--- src/rtl/lus_pkg.sv ---
package lus_pkg;
  localparam int OP_W     = 3;
  localparam int REG_W    = 3;
  localparam int OFF_W    = 16;
  localparam int REGB_LSB = OFF_W;
  localparam int REGA_LSB = OFF_W + REG_W;
  localparam int OP_LSB   = OFF_W + 2 * REG_W;
  localparam int FMT_W    = OP_LSB + OP_W;

  typedef enum logic [OP_W-1:0] {
    OP_ADD   = 3'd0,
    OP_NOR   = 3'd1,
    OP_LOAD  = 3'd2,
    OP_STORE = 3'd3,
    OP_BEQ   = 3'd4,
    OP_JALR  = 3'd5,
    OP_HALT  = 3'd6,
    OP_NOP   = 3'd7
  } opcode_e;
endpackage

--- src/rtl/lus_rst_sync.sv ---
module lus_rst_sync #(
  parameter int STAGES = 2
) (
  input  logic clk,
  input  logic rst_n,
  output logic rst_sync_n
);
  logic [STAGES-1:0] sh_q;
  logic [STAGES-1:0] sh_d;

  always_comb begin
    sh_d = {sh_q[STAGES-2:0], 1'b1};
  end

  always_ff @(posedge clk or negedge rst_n) begin
    if (!rst_n) begin
      sh_q <= '0;
    end else begin
      sh_q <= sh_d;
    end
  end

  assign rst_sync_n = sh_q[STAGES-1];
endmodule

--- src/rtl/lus_stall_detect.sv ---
module lus_stall_detect
  import lus_pkg::*;
#(
  parameter bit CMP_SRC_B = 1'b1
) (
  input  logic [OP_W-1:0]  ex_op,
  input  logic [REG_W-1:0] ex_dst,
  input  logic [REG_W-1:0] id_src_a,
  input  logic [REG_W-1:0] id_src_b,
  output logic             hazard
);
  logic is_load;
  logic hit_a;
  logic hit_b;

  assign is_load = (ex_op == OP_LOAD);
  assign hit_a   = (ex_dst == id_src_a);

  generate
    if (CMP_SRC_B) begin : g_cmp_b
      assign hit_b = (ex_dst == id_src_b);
    end else begin : g_no_cmp_b
      logic unused_b;
      assign unused_b = ^id_src_b;
      assign hit_b    = 1'b0;
    end
  endgenerate

  assign hazard = is_load && (hit_a || hit_b);
endmodule

--- src/rtl/lus_idex_reg.sv ---
module lus_idex_reg #(
  parameter int                 W     = 32,
  parameter logic [W-1:0]       RST_V = '0
) (
  input  logic         clk,
  input  logic         rst_n,
  input  logic         en,
  input  logic [W-1:0] d,
  output logic [W-1:0] q
);
  logic [W-1:0] q_r;
  logic [W-1:0] q_nxt;

  always_comb begin
    q_nxt = q_r;
    if (en) begin
      q_nxt = d;
    end
  end

  always_ff @(posedge clk or negedge rst_n) begin
    if (!rst_n) begin
      q_r <= RST_V;
    end else begin
      q_r <= q_nxt;
    end
  end

  assign q = q_r;
endmodule

--- src/rtl/lus_stall_unit.sv ---
module lus_stall_unit
  import lus_pkg::*;
#(
  parameter int INSTR_W     = 32,
  parameter int SYNC_STAGES = 2
) (
  input  logic               clk,
  input  logic               rst_n,
  input  logic [INSTR_W-1:0] ifid_instr,
  output logic               stall,
  output logic               pc_write_en,
  output logic               ifid_write_en,
  output logic [INSTR_W-1:0] idex_instr_nxt,
  output logic [INSTR_W-1:0] idex_instr
);
  localparam int PAD_W = INSTR_W - FMT_W;
  localparam logic [INSTR_W-1:0] BUBBLE =
    {{PAD_W{1'b0}}, OP_NOP, {(2 * REG_W + OFF_W){1'b0}}};

  logic rst_sync_n;
  logic hazard;
  logic [INSTR_W-1:0] idex_q;
  logic [INSTR_W-1:0] idex_d;

  lus_rst_sync #(.STAGES(SYNC_STAGES)) u_rst (
    .clk        (clk),
    .rst_n      (rst_n),
    .rst_sync_n (rst_sync_n)
  );

  lus_stall_detect #(.CMP_SRC_B(1'b1)) u_det (
    .ex_op    (idex_q[OP_LSB +: OP_W]),
    .ex_dst   (idex_q[REGB_LSB +: REG_W]),
    .id_src_a (ifid_instr[REGA_LSB +: REG_W]),
    .id_src_b (ifid_instr[REGB_LSB +: REG_W]),
    .hazard   (hazard)
  );

  always_comb begin
    idex_d = ifid_instr;
    if (hazard) begin
      idex_d = BUBBLE;
    end
  end

  lus_idex_reg #(.W(INSTR_W), .RST_V(BUBBLE)) u_idex (
    .clk   (clk),
    .rst_n (rst_sync_n),
    .en    (1'b1),
    .d     (idex_d),
    .q     (idex_q)
  );

  assign stall          = hazard;
  assign pc_write_en    = ~hazard;
  assign ifid_write_en  = ~hazard;
  assign idex_instr_nxt = idex_d;
  assign idex_instr     = idex_q;
endmodule

--- config.mk ---
export PLATFORM = sky130hd
export DESIGN_NAME = lus_stall_unit
export DESIGN_NICKNAME = d
export VERILOG_FILES = /design/src/rtl/lus_pkg.sv /design/src/rtl/lus_rst_sync.sv /design/src/rtl/lus_stall_detect.sv /design/src/rtl/lus_idex_reg.sv /design/src/rtl/lus_stall_unit.sv
export SDC_FILE = /design/constraint.sdc
export NUM_CORES = 1
export LEC_CHECK = 0
export BUFFER_PORTS_ARGS = -buffer_cell sky130_fd_sc_hd__buf_2
export CORE_MARGIN = 3
export CORE_UTILIZATION = 39
export DETAILED_ROUTE_END_ITERATION = 10
export PLACE_DENSITY = 0.87
export SLEW_MARGIN = 40
export SYNTH_ARGS = -nofsm -noshare
export SYNTH_HDL_FRONTEND = slang
export SYNTH_HIERARCHICAL = 1
export SYNTH_SLANG_ARGS = --single-unit
--- constraint.sdc ---
create_clock -name clk -period 1.65 [get_ports clk]
set_clock_uncertainty 0.15 [all_clocks]
set_input_delay 0.33 -clock clk [delete_from_list [all_inputs] [get_ports clk]]
set_output_delay 0.33 -clock clk [all_outputs]
set_load 0.02 [all_outputs]
Yosys cells after proc, flatten, opt, wreduce, memory -nomap -nowiden
Index checks and enable logic that the tools add are counted.
- output and inout port bits: 67
- word-level logic and storage cells: 9
- flip-flop bits (word level): 34
- bitwise operators: 1
- muxes and demuxes: 1
- reductions and logical operators: 2
- eq/ne operators: 3
- operators with widths (kind ; number):
    2-to-1 mux 32 bit ; 1
    == test 3 bit ; 2
    == test 3 x 2 -> 1 bit (second input constant) ; 1
    logical AND 1 bit ; 1
    logical OR 1 bit ; 1
    inverter 1 bit ; 1

Longest topological paths before layout
Gate-level depths: netlist of run 1.
- word-level depth: 4
- mapped depth: 6

By module
Netlist of run 1, hierarchy kept.
- by module, submodules not included (module ; area each (um2) ; instances ; cells an instance):
    lus_idex_reg ; 1348.8 ; 1 ; 68
    lus_stall_unit ; 236.5 ; 1 ; 38
    lus_stall_detect ; 81.3 ; 1 ; 10
    lus_rst_sync ; 53.8 ; 1 ; 3

Worst setup path before layout of run 1
No wires, ideal clock.
- path type: register to output
- start: register u_idex.q_r[23], in the netlist u_idex/q[23]
- end: output port pc_write_en
- buffers on the path: 2
- cell stages (with the launch flop): 7
- slack: -0.412 ns
- arrival: 1.582 ns
- cell sequence: dfstp_2 -> nor3b_2 -> nand4_1 -> nand2_1 -> buf_6 -> inv_1 -> buf_4
- word-level cells in the longest chain between the ends: 3
- RTL lines (item ; RTL line ; text):
    from (decl) ; lus_idex_reg.sv:11 ; logic [W-1:0] q_r;
    from (signal assigned) ; lus_idex_reg.sv:25 ; q_r <= q_nxt;
    == test 3 x 2 -> 1 bit ; lus_stall_detect.sv:16 ; assign is_load = (ex_op == OP_LOAD);
    logical AND 1 bit ; lus_stall_detect.sv:29 ; assign hazard = is_load && (hit_a || hit_b);
    named net stall ; lus_stall_unit.sv:10 ; output logic stall,
    inverter 1 bit ; n/a ;
    to (decl) ; lus_stall_unit.sv:11 ; output logic pc_write_en,
The timed path passes the listed nets, and every way through them passes these cells.

Worst setup path in the final report of run 1
- start: register u_idex.q_r[23], in the netlist u_idex/q[23]
- end: output port idex_instr_nxt[24]
- word-level cells in the longest chain between the ends: 3
- RTL lines (item ; RTL line ; text):
    == test 3 x 2 -> 1 bit ; lus_stall_detect.sv:16 ;
    logical AND 1 bit ; lus_stall_detect.sv:29 ;
    2-to-1 mux 32 bit ; lus_stall_unit.sv:41 ; if (hazard) begin
    to (decl) ; lus_stall_unit.sv:13 ; output logic [INSTR_W-1:0] idex_instr_nxt,
Every way passes these cells.

==> run summary, run 1 <==
Outcome - complete, but fails checks
Failing checks - negative setup slack
Setup slack after layout - -534 ps
Final net count - 271
First-pass GRT wire length - 6.72 mm
Routed Antenna Nets - 0
Part of the Yosys area used for sequential elements - 49.7%
CTS tree - yes
Fmax - 458 MHz
Synth Net Count - 153
Clock Power Share - 25.0%
Row cnt - 23
Ports - 101
Post-route cell area - 0.00260 mm²
Crit path DAT - 1700 ps
Clock-pin transition on the worst setup and hold timing paths - 70 ps
Cell Chain, Critical Path - nor3b_4 > nand4_1 > nand2_4 > buf_12 > or2_1 > buf_4
Yosys reg bits - 34
GP Congestion - 0.778
GRT Residual Overflow - 0
Avg Cell Area, Syn - 14.5 µm²
Worst hold path class - reg -> async
Critical path launch point type - flop
Number of global-route vias before repair - 1342
Final setup TNS - -21520 ps
Crit path kind - reg -> out
Unrepaired setup endpoints after global routing - true
Initial DRT Pass Iterations - 4
I/O Buffers - 100
Cts bufs inserted - 5
Core area - 0.00412 mm²
# diodes - 0
Final Setup Violations - 67
Synth cell types - 16
Die footprint - 0.00524 mm²
Power Internal - 0.00169 W
Seq pwr share - 40.7%
Initial Util - 41.8%
Die Wd - 72.4 µm
Cells after DPL - 274
Routed WL - 4.25 mm
Layout overhead on the synthesized area - 51.3%
Final Hold Viols - 0
Tightest hold margin - 41.2 ps
Layout cells sized above 1 - 75.6%
Placed Area - 0.00236 mm²
Synthesized instance count - 119
Worst vdd ir - 557 µV
CTS H-tree depth - 2
Clk root buf - clkbuf_8
Slowest stage delay, CP - 540 ps
Switching fraction of total power - 31.4%
Logic pwr share - 34.3%
Final min period - 2180 ps
DR DRC count - 0
Final non-filler cell total - 288
Max-slew violations - 0
Largest net degree at the start of global routing - 33
DR WL/cell - 14.8 µm
Pwr/cell area - 949 mW/mm²
Max_cap viols - 0
Sw Pwr - 0.000777 W
Nature of the critical path endpoint - output pin
WP data required - 1170 ps
Dpl hpwl - 3.16 mm
Critical-path top delay cell - dfstp_2
Mapped Area - 0.00172 mm²
Worst-skew pair later-pin latency - 280 ps
Worst r2r path cells - 8
Yosys warns - 6
Final period utilization - 132%
Die Ht - 72.4 µm
Clk sinks - 34
Via count - 1313
Total track usage - 17.0%
Drt initial violations - 38
Critical-path maximum fanout - 14
Vias per cell - 4.56
CTS max path bufs - 2
Antenna violations before repair - 0
Leak Pwr - 1.38 nW
-- layout make-up --
class                   instances  area (µm²)
fillers                       330        1510
flip-flops and latches         34         856
multi-input cells              76         843
repair buffers                119         747
clock buffers                   7        86.3
well taps                      50        62.6
clock inverters                 1        5.00
inverters                       1        3.75
-- worst paths after layout --
kind                          startpoint                 end  slack [ps]
min                        u_rst/sh_q[1]        u_idex/q[17]          40
max reg2reg                 u_idex/q[22]        u_idex/q[24]        -290
min reg2reg                u_rst/sh_q[1]        u_idex/q[17]          40
min in group clk           u_rst/sh_q[0]       u_rst/sh_q[1]         210
max in group asynchronous  u_rst/sh_q[1]        u_idex/q[24]        1030
max                         u_idex/q[23]  idex_instr_nxt[24]        -530
-- flip-flops by register name (all words and copies together), names as in the netlist --
| name | flops |
|---|---|
| u_rst/sh_q | 2 |
| u_idex/q | 32 |
-- per-layer routing --
layer  global-route usage [%]  share of wire (%)  up-vias
li1                         -                  -      624
met5                        0                  0        -
met1                     19.7                 37      612
met3                     3.88                7.6       10
met4                     8.40                3.0        0
met2                     29.3                 52       67
-- synth_stat cells --
master	count	share of area, %
xnor2_1	6	3.1
nor2b_1	29	11
nand4_1	2	0.73
mux2_4	30	26
or2_1	3	1.1
buf_4	1	0.44
dfrtp_1	31	45
mux2_2	2	1.3
dfstp_2	3	4.6
conb_1	2	0.44
nand2_1	1	0.22
buf_6	2	1.3
inv_1	1	0.22
buf_2	2	0.58
buf_12	3	3.5
nor3b_2	1	0.73
-- critical path: cells and delay by family (launching register included) --
| family | cells | cell delay [ps] |
|---|---|---|
| buffers and inverters | 2 | 280 |
| flip-flops | 1 | 540 |
| AND/OR/NAND/NOR | 4 | 610 |
-- layout by cell type, fill, tap and decap left out, types with 3 or more instances in the layout --
cell and count:
dfstp_2 3, clkbuf_8 6, buf_2 86, mux2_4 30, nor2b_4 5, xnor2_1 6, dfrtp_1 30, nor2b_1 14
buf_4 19, buf_6 11, nor2b_2 10
-- power groups by stage --
stage / logic (W) / registers, W / clock network, W
6_report: 0.000849 / 0.00101 / 0.000617
5_1_grt: 0.000901 / 0.00102 / 0.000685
4_1_cts: 0.000833 / 0.00101 / 0.000640
3_5_place_dp: 0.000786 / 0.00102 / 0
3_3_place_gp: 0.000769 / 0.00101 / 0
2_1_floorplan: 0.000385 / 0.00115 / 0
-- cells by family after synthesis --
| family | synth area share [%] |
|---|---|
| and+or+nand+nor | 13.3 |
| DFF | 49.7 |
| muxes | 27.5 |
| buffers and inverters | 6.04 |
| xor gates and xnor gates | 3.05 |
| other | 0.437 |
-- repair_timing --
item,in CTS,in global routing
endpoints found under the hold margin,2,0
setup endpoints to repair,67,67
setup buffers,5,0
hold buffers,1,0
resized for setup,21,12
pin swaps,3,3
-- stage by stage --
step	power (W)	util [%]	setup WS, ps
4_1_cts	0.00248	62.3	-550
5_1_grt	0.00260	63.3	-655
3_5_place_dp	0.00180	57.3	-258
6_report	0.00247	63.3	-534
3_3_place_gp	0.00178	57.3	-188
2_1_floorplan	0.00154	-	-321
Note: power is estimated with default switching activity, not from simulation.
==> run 2: changes to the inputs <==
--- a/constraint.sdc
+++ b/constraint.sdc
@@ -3,3 +3,3 @@
 set_input_delay 0.33 -clock clk [delete_from_list [all_inputs] [get_ports clk]]
 set_output_delay 0.33 -clock clk [all_outputs]
-set_load 0.02 [all_outputs]
+set_load 0.1 [all_outputs]
==> run summary, run 2 (same netlist as run 1, synthesis figures left out) <==
FF/Latch Area - 870 µm²
Fmax - 398 MHz
Most frequent CP cell - buf_12
Via count - 1453
Cts bufs inserted - 5
Initial Util - 41.8%
Met1 usage - 21.4%
Worst-skew pair later-pin latency - 280 ps
GP Congestion - 0.713
Unrepaired setup endpoints after global routing - true
Power Internal - 0.00205 W
Nature of the critical path endpoint - output pin
Worst r2r path cells - 8
CP delay by family, top - simple AND/OR/NAND/NOR gates
Core area - 0.00412 mm²
Seq pwr share - 25.6%
Final Hold Viols - 0
Crit path DAT - 2030 ps
CP Depth - 7
Met2 Resource Use GR - 35.9%
Clock Power Share - 15.9%
Failing checks - negative setup slack
CP bufs+invs - 3
Top Usage Layer GRT - met2
Max-slew violations - 0
Worst vdd ir - 865 µV
I/O Buffers - 100
Slowest stage delay, CP - 610 ps
Antenna violations before repair - 0
GRT Residual Overflow - 0
Critical-path top delay cell - dfstp_4
Die Ht - 72.4 µm
Initial DRT Pass Iterations - 5
Largest net degree at the start of global routing - 33
Total Power - 0.00398 W
Die footprint - 0.00524 mm²
Largest register FFs - 32
Global Route met3 Usage - 4.57%
Placed Area - 0.00284 mm²
Critical path launch point type - flop
Commonest cells after routing, fill and taps aside - 59 x buf_2, 43 x buf_12, 32 x mux2_4
Routed Antenna Nets - 0
Fillers - 163
Dpl hpwl - 3.42 mm
Termination of the worst setup path - idex_instr_nxt[28]
DR WL/cell - 19.4 µm
Die Wd - 72.4 µm
CTS H-tree depth - 2
CTS max path bufs - 2
Sw Pwr - 0.00193 W
Total track usage - 19.1%
# diodes - 0
Area of the multi-input gates - 0.00101 mm²
Final period utilization - 152%
Ports - 101
Switching fraction of total power - 48.4%
Drt initial violations - 49
Vias per cell - 4.69
Number of global-route vias before repair - 1583
Setup slack after layout - -863 ps
Reg-to-reg endpoint - u_idex/q[26]
Final min period - 2510 ps
Max_cap viols - 0
CTS tree - yes
Final net count - 293
Final Setup Violations - 70
Post-route cell area - 0.00361 mm²
Most common cell after layout, fill and taps aside - buf_2
Critical-path maximum fanout - 6
Clock-pin transition on the worst setup and hold timing paths - 70 ps
Outcome - complete, but fails checks
Clk root buf - clkbuf_8
CP Launch Point - u_idex/q[23]
Critical R2R Launch - u_idex/q[23]
Worst hold path class - reg -> async
Row cnt - 23
DR DRC count - 0
Layout overhead on the synthesized area - 110%
Leak Pwr - 1.85 nW
Logic pwr share - 58.5%
Worst reg-to-reg setup slack - -590 ps
Clk sinks - 34
Layout cells sized above 1 - 84.6%
Pwr/cell area - 1100 mW/mm²
Cell Chain, Critical Path - nor3b_4 > nand4_1 > nand2_8 > buf_12 > clkbuf_16 > nor2b_4 > buf_12
WP data required - 1170 ps
First-pass GRT wire length - 7.61 mm
Crit path kind - reg -> out
Routed WL - 6.00 mm
-- run 2: per-layer routing --
metal	vias up	share of wire, %
li1	668	-
met1	722	35
met2	56	59
met3	7	4.9
met4	0	1.3
met5	-	0
-- run 2: stage by stage --
| step | hold WS (ps) | setup WS [ps] | util (%) | instances | setup TNS [ps] |
|---|---|---|---|---|---|
| final | 59.3 | -863 | 87.8 | 310 | -43300 |
| after global routing | 88.4 | -919 | 87.8 | 310 | -46980 |
| after CTS | 69.0 | -827 | 78.9 | 302 | -38510 |
| after detailed placement | -32.0 | -554 | 69.0 | 291 | -29110 |
| after global placement | -33.7 | -504 | 69.0 | 291 | -26150 |
| after floorplan | -116 | -1290 | - | 119 | -65550 |
-- run 2: how the worst min path moves through the flow --
stage                               end           from
after global placement    u_rst/sh_q[0]          rst_n
after floorplan           u_rst/sh_q[0]          rst_n
after detailed placement  u_rst/sh_q[0]          rst_n
after CTS                  u_idex/q[10]  u_rst/sh_q[1]
final                      u_idex/q[14]  u_rst/sh_q[1]
after global routing       u_idex/q[13]  u_rst/sh_q[1]
-- run 2: what timing repair did --
action,CTS,global route
gates cloned,0,2
setup endpoints to repair,70,70
hold endpoints to repair,2,0
buffers inserted,2,12
hold buffers,1,0
pin swaps,3,6
gates resized for setup,88,57
-- run 2: area by class of cell --
cell class              count  share of cell area (%)
repair buffers            141                    43.4
clock inverters             1                   0.139
clock buffers               7                    2.39
inverters                   1                   0.208
well taps                  50                    1.73
multi-input cells          76                    28.0
flip-flops and latches     34                    24.1
-- run 2: power by group through the flow --
stage / logic [W] / clock network, W / registers [W]
after floorplan: 0.000842 / 0 / 0.00176
after global placement: 0.00199 / 0 / 0.00102
after detailed placement: 0.00201 / 0 / 0.00102
after CTS: 0.00216 / 0.000640 / 0.00101
after global routing: 0.00239 / 0.000691 / 0.00103
final: 0.00233 / 0.000633 / 0.00102
